<file path="src/rtl/dsq_pkg.sv">
package dsq_pkg;
    localparam int SLOT_N = 3;

    typedef enum logic [1:0] {
        ST_IDLE  = 2'd0,
        ST_SLOT1 = 2'd1,
        ST_SLOT2 = 2'd2,
        ST_SLOT3 = 2'd3
    } slot_st_e;
endpackage

</file>
<file path="src/rtl/dsq_tgt_calc.sv">
module dsq_tgt_calc #(
    parameter int AW    = 32,
    parameter int IMM_W = 20
) (
    input  logic             opa_zero,
    input  logic             sub,
    input  logic [AW-1:0]    opa,
    input  logic [IMM_W-1:0] imm,
    output logic [AW-1:0]    tgt
);
    localparam int PAD = AW - IMM_W;

    logic [AW-1:0] a_eff;
    logic [AW-1:0] imm_ext;

    always_comb begin
        a_eff   = opa_zero ? '0 : opa;
        imm_ext = {{PAD{1'b0}}, imm};
        tgt     = sub ? (a_eff - imm_ext) : (a_eff + imm_ext);
    end
endmodule

</file>
<file path="src/rtl/dsq_slot_fsm.sv">
module dsq_slot_fsm
    import dsq_pkg::*;
#(
    parameter int AW    = 32,
    parameter int EXE_W = 2
) (
    input  logic             clk,
    input  logic             rst_n,
    input  logic             br_vld,
    input  logic             br_taken,
    input  logic [EXE_W-1:0] br_exe,
    input  logic [AW-1:0]    tgt_in,
    input  logic             exc,
    output logic [1:0]       slot_num,
    output logic             slot_exec,
    output logic             slot_flush,
    output logic             npc_load,
    output logic [AW-1:0]    npc_val
);
    slot_st_e         state_q, state_d;
    logic             taken_q;
    logic [EXE_W-1:0] exe_q;
    logic [AW-1:0]    tgt_q;
    logic             accept;

    assign accept = (state_q == ST_IDLE) && br_vld && !exc;

    // state register
    always_ff @(posedge clk) begin
        if (!rst_n) state_q <= ST_IDLE;
        else        state_q <= state_d;
    end

    // branch attributes captured on acceptance
    always_ff @(posedge clk) begin
        if (!rst_n) begin
            taken_q <= 1'b0;
            exe_q   <= '0;
            tgt_q   <= '0;
        end else if (accept) begin
            taken_q <= br_taken;
            exe_q   <= br_exe;
            tgt_q   <= tgt_in;
        end
    end

    // next state
    always_comb begin
        state_d = state_q;
        unique case (state_q)
            ST_IDLE:  if (accept) state_d = ST_SLOT1;
            ST_SLOT1: state_d = exc ? ST_IDLE : ST_SLOT2;
            ST_SLOT2: state_d = exc ? ST_IDLE : ST_SLOT3;
            ST_SLOT3: state_d = ST_IDLE;
            default:  state_d = ST_IDLE;
        endcase
    end

    // outputs
    always_comb begin
        slot_num   = 2'd0;
        slot_exec  = 1'b0;
        slot_flush = 1'b0;
        npc_load   = 1'b0;
        unique case (state_q)
            ST_IDLE: ;
            ST_SLOT1, ST_SLOT2, ST_SLOT3: begin
                slot_num = state_q;
                if (exc)
                    slot_flush = 1'b1;
                else if (!taken_q || (slot_num <= exe_q))
                    slot_exec = 1'b1;
                else
                    slot_flush = 1'b1;
                npc_load = (state_q == ST_SLOT3) && taken_q && !exc;
            end
            default: ;
        endcase
    end

    assign npc_val = tgt_q;
endmodule

</file>
<file path="src/rtl/dsq_pc_hist.sv">
module dsq_pc_hist #(
    parameter int AW     = 32,
    parameter int DEPTH  = 7,
    parameter int LOCK_N = 4
) (
    input  logic                clk,
    input  logic                rst_n,
    input  logic                fetch_vld,
    input  logic [AW-1:0]       fetch_pc,
    input  logic                prot_mode,
    output logic [AW*DEPTH-1:0] hist_flat
);
    localparam int LOCK_BASE = DEPTH - LOCK_N;

    logic [AW-1:0] ent [DEPTH];

    for (genvar k = 0; k < DEPTH; k++) begin : g_ent
        logic frozen;
        if (k >= LOCK_BASE) begin : g_lk
            assign frozen = prot_mode;
        end else begin : g_free
            assign frozen = 1'b0;
        end

        if (k == 0) begin : g_head
            always_ff @(posedge clk) begin
                if (!rst_n)                      ent[k] <= '0;
                else if (fetch_vld && !frozen)   ent[k] <= fetch_pc;
            end
        end else begin : g_body
            always_ff @(posedge clk) begin
                if (!rst_n)                      ent[k] <= '0;
                else if (fetch_vld && !frozen)   ent[k] <= ent[k-1];
            end
        end

        assign hist_flat[k*AW +: AW] = ent[k];
    end
endmodule

</file>
<file path="src/rtl/dsq_hist_rd.sv">
module dsq_hist_rd #(
    parameter int AW     = 32,
    parameter int LOCK_N = 4
) (
    input  logic                 clk,
    input  logic                 rst_n,
    input  logic [AW*LOCK_N-1:0] locked,
    input  logic                 prot_mode,
    input  logic                 rd_stb,
    output logic [AW-1:0]        rd_data
);
    localparam int PW = (LOCK_N > 1) ? $clog2(LOCK_N) : 1;
    localparam logic [PW-1:0] PTR_LAST = PW'(LOCK_N - 1);

    logic          pm_q;
    logic [PW-1:0] ptr_q;
    logic          pm_rise;

    assign pm_rise = prot_mode && !pm_q;

    always_ff @(posedge clk) begin
        if (!rst_n) begin
            pm_q    <= 1'b0;
            ptr_q   <= '0;
            rd_data <= '0;
        end else begin
            pm_q <= prot_mode;
            if (pm_rise) begin
                ptr_q <= '0;
            end else if (rd_stb) begin
                rd_data <= locked[int'(ptr_q)*AW +: AW];
                ptr_q   <= (ptr_q == PTR_LAST) ? '0 : ptr_q + 1'b1;
            end
        end
    end
endmodule

</file>
<file path="src/rtl/dsq_branch_ctl.sv">
module dsq_branch_ctl #(
    parameter int AW     = 32,
    parameter int IMM_W  = 20,
    parameter int EXE_W  = 2,
    parameter int DEPTH  = 7,
    parameter int LOCK_N = 4
) (
    input  logic                clk,
    input  logic                rst_n,
    input  logic                br_vld,
    input  logic                br_taken,
    input  logic [EXE_W-1:0]    br_exe,
    input  logic                br_opa_zero,
    input  logic                br_sub,
    input  logic [AW-1:0]       br_opa,
    input  logic [IMM_W-1:0]    br_imm,
    input  logic                exc_strobe,
    input  logic                prot_mode,
    input  logic                fetch_vld,
    input  logic [AW-1:0]       fetch_pc,
    input  logic                rd_stb,
    output logic [1:0]          slot_num,
    output logic                slot_exec,
    output logic                slot_flush,
    output logic                npc_load,
    output logic [AW-1:0]       npc_val,
    output logic [AW*DEPTH-1:0] hist_flat,
    output logic [AW-1:0]       rd_data
);
    localparam int LOCK_BASE = DEPTH - LOCK_N;

    logic [AW-1:0] tgt;

    dsq_tgt_calc #(.AW(AW), .IMM_W(IMM_W)) u_tgt (
        .opa_zero (br_opa_zero),
        .sub      (br_sub),
        .opa      (br_opa),
        .imm      (br_imm),
        .tgt      (tgt)
    );

    dsq_slot_fsm #(.AW(AW), .EXE_W(EXE_W)) u_fsm (
        .clk        (clk),
        .rst_n      (rst_n),
        .br_vld     (br_vld),
        .br_taken   (br_taken),
        .br_exe     (br_exe),
        .tgt_in     (tgt),
        .exc        (exc_strobe),
        .slot_num   (slot_num),
        .slot_exec  (slot_exec),
        .slot_flush (slot_flush),
        .npc_load   (npc_load),
        .npc_val    (npc_val)
    );

    dsq_pc_hist #(.AW(AW), .DEPTH(DEPTH), .LOCK_N(LOCK_N)) u_hist (
        .clk       (clk),
        .rst_n     (rst_n),
        .fetch_vld (fetch_vld),
        .fetch_pc  (fetch_pc),
        .prot_mode (prot_mode),
        .hist_flat (hist_flat)
    );

    dsq_hist_rd #(.AW(AW), .LOCK_N(LOCK_N)) u_rd (
        .clk       (clk),
        .rst_n     (rst_n),
        .locked    (hist_flat[AW*DEPTH-1 : AW*LOCK_BASE]),
        .prot_mode (prot_mode),
        .rd_stb    (rd_stb),
        .rd_data   (rd_data)
    );
endmodule

</file>
<file path="config.mk">
export PLATFORM = sky130hd
export DESIGN_NAME = dsq_branch_ctl
export DESIGN_NICKNAME = d
export VERILOG_FILES = /design/src/rtl/dsq_pkg.sv /design/src/rtl/dsq_tgt_calc.sv /design/src/rtl/dsq_slot_fsm.sv /design/src/rtl/dsq_pc_hist.sv /design/src/rtl/dsq_hist_rd.sv /design/src/rtl/dsq_branch_ctl.sv
export SDC_FILE = /design/constraint.sdc
export NUM_CORES = 1
export LEC_CHECK = 0
export ABC_AREA = 1
export CAP_MARGIN = 20
export CORE_ASPECT_RATIO = 1.2
export CORE_UTILIZATION = 40
export DETAILED_ROUTE_END_ITERATION = 10
export PLACE_DENSITY = 0.7
export SYNTH_ARGS = -nofsm -noshare
export SYNTH_HDL_FRONTEND = slang
export SYNTH_SLANG_ARGS = --single-unit
</file>
<file path="constraint.sdc">
create_clock -name clk -period 10.8 [get_ports clk]
set_input_delay 1.62 -clock clk [delete_from_list [all_inputs] [get_ports clk]]
set_output_delay 1.62 -clock clk [all_outputs]
set_load 0.01 [all_outputs]
</file>
==> flow_summary.yaml <==
global_route:
  grt_pass1_vias: 12829
  antenna_found_initial: 1
  grt_usage_pct: 22.8
  grt_max_degree: 97
  overflow: 0
  grt_first_pass_wirelength_um: 70100
synth:
  synth.lib_cells_used.distinct: 34
  syn-instance-count: 1908
  synth_top_family_by_area: "simple AND/OR/NAND/NOR gates"
  synth-simple-area-share_pct: 19.6
  synthArstFlopShare_pct: 0
  synthesis.area_um2: 15500
  syn_area_per_cell_um2: 8.10
  synth_top_area_share_pct: 43.5
  yosys_warnings: 0
  synth.most_common_cell: "inv_1"
  synth.mux.area_fraction_pct: 0
  synth-main-ff-cell: "edfxtp_1"
  yosysSeqAreaShare_pct: 52.8
  synth_edf_count: 224
  synth_xor_area_share_pct: 1.81
  synth_nets: 2040
  synthAdderAreaFrac_pct: 2.96
  yosysTopAreaCell: "edfxtp_1"
  synthTopCellsByArea: "edfxtp_1 (44%), inv_1 (11%), nor2_1 (9.6%), dfxtp_1 (9.3%), nand2_1 (6.4%)"
  synthTopCellsByCount: "inv_1 (449), nor2_1 (394), nand2_1 (263), edfxtp_1 (224), a21oi_1 (132)"
  synth_compound_area_share_pct: 9.37
  ys_ff_latch: 296
floorplan:
  die_w_um: 181
  rows: 78
  fp.dieH_um: 217
  ios: 389
  core_area_um2: 38000
  die_area_um2: 39400
  start_util_pct: 40.7
sta:
  slew_headroom_pct: 33.6
  rsz0062_at_grt: "false"
  fmax_mhz: 217
  finalSetupViolCount: 0
  finClkSkew_ns: 0.0259
  period_needed_ns: 4.61
  finalHoldViolations: 0
  worst_pin_slew_ns: 0.996
  tns_ns: 0
  period_share_pct: 42.7
  drv_slew: 0
critical_path:
  worst-setup-path-type: "input port to output port"
  end_kind: "output port"
  arrival_ns: 2.99
  path_max_fanout: 3
  crit_path_start_kind: "input port"
  required_ns: 9.18
clock_tree:
  cts_root_buf: "clkbuf_16"
  postCtsSetupRepairBufs: 0
  clk_pin_slew_worst_paths_ns: 0.06
  cts_made_buffers: 34
  insertion_delay_ns: 0.53
  ctsHoldBuffers: 0
  cts.repair.resized: 0
  clock_sinks: 296
  cts.htree.levels: 2
  clockBufferDepth: 3
  cts_tree: "built"
power_and_ir_drop:
  p_leak_nw: 9.36
  p_per_area_nw_per_um2: 147
  p_total_w: 0.00305
  irDropWorstVdd_uv: 96.0
placed_design:
  dp_hpwl_um: 33700
  port_buffers: 388
  routabilityCongestion: 0.915
status:
  status: "finished, final reports clean"
final_layout:
  fin_nets: 2403
  syn_to_final_growth_pct: 34.7
  drive_gt1_share_pct: 4.83
  fill_cells: 3467
drt:
  vias: 13150
  first_pass_iters: 5
  drt-total-wl_um: 45200
  routed-wl-met2_um: 22100
  wl_met3_um: 2920
  drcViolationCount: 0
  wl_per_cell_um: 16.3
  first_iter_violations: 974
  vias_per_cell: 4.73
  routed.top_layer: "met4"
  antenna_left: 0
  drt-met1-wl_um: 18300
run:
  maxCapViolations: 0
min_path:
  min_path_type: "register to register"
## worst paths after layout
kind / start / end / slack (ns) / depth (start not counted)
min reg2reg: u_fsm.exe_q[1] / u_fsm.exe_q[1] / 0.47 / 2
max reg2reg: u_fsm.state_q[0] / u_fsm.npc_val[20] / 8.38 / 6
min: u_fsm.exe_q[1] / u_fsm.exe_q[1] / 0.47 / 2
max: exc_strobe / slot_exec / 6.19 / 5
## worst max-delay path: stages
cell and delay (ns):
clkdlybuf4s50_1 0.46, a31oi_1 0.21, inv_1 0.06, nor2_1 0.10
clkdlybuf4s50_1 0.54
## power breakdown
part           switching [W]  total, W  internal, W
logic               0.000303  0.000542     0.000239
clock network       0.000468   0.00116     0.000690
registers          0.0000508   0.00135      0.00130
total               0.000822   0.00305      0.00223
## kinds of logic after synthesis
| kind of cell | count (synthesis) |
|---|---|
| simple gates | 754 |
| xor+xnor | 32 |
| fa+ha+maj | 36 |
| compound gates | 266 |
| buf+inv | 524 |
| flops | 296 |
## per-stage QoR
stage / hold slack (ns) / util, % / cells / worst slack [ns] / cell area (um2)
detailed placement: 0.459 / 51.9 / 2715 / 5.97 / 19700
floorplan: 0.435 / - / 1908 / 2.87 / 15500
CTS: 0.467 / 54.8 / 2777 / 6.18 / 20800
finish: 0.468 / 54.9 / 2778 / 6.19 / 20800
global route: 0.495 / 54.8 / 2777 / 6.08 / 20800
global placement: 0.458 / 51.9 / 2715 / 6.03 / 19700
## sequential cells by signal, indices dropped and copies added (netlist names)
register,flops
u_fsm.state_q,2
u_hist.ent,224
u_fsm.npc_val,32
u_rd.rd_data,32
u_rd.ptr_q,2
u_fsm.exe_q,2
u_rd.pm_q,1
u_fsm.taken_q,1
## area by class of cell
type                       count  area (um2)  area share, %
inverter                     452        1700           8.15
antenna                        1        2.50         0.0120
multi-input combinational   1088        5260           25.3
timing repair buffer         399        3970           19.0
clock inverter                17         151          0.727
sequential                   296        8170           39.2
clock buffer                  45         976           4.69
tap                          480         601           2.88
## cell usage in the layout (no fill, tap or decap), types with 3 or more instances in the layout
| cell type | n |
|---|---|
| clkdlybuf4s50_1 | 388 |
| nor3_1 | 3 |
| nand3_1 | 40 |
| inv_1 | 448 |
| nand4_1 | 4 |
| nand2_1 | 261 |
| a21oi_2 | 27 |
| dfxtp_1 | 71 |
| xor2_1 | 24 |
| and2_1 | 3 |
| nor2_1 | 394 |
| clkbuf_1 | 6 |
| inv_2 | 3 |
| clkinv_1 | 3 |
| xnor2_1 | 8 |
| ha_1 | 35 |
| clkbuf_16 | 37 |
| edfxtp_1 | 224 |
| o21ai_0 | 59 |
| a21oi_1 | 132 |
| or2_1 | 34 |
| o21ai_1 | 40 |
| buf_4 | 11 |
| nor2_2 | 4 |
| nand2_2 | 4 |
| clkinv_2 | 11 |
| o21bai_1 | 3 |
## routing by layer
metal,track usage [%],vias to the layer above
li1,-,6571
met1,27.7,6023
met2,39.4,475
met3,3.83,81
met4,10.8,0
met5,0,-
No activity file was read; power rests on OpenSTA's default activity.
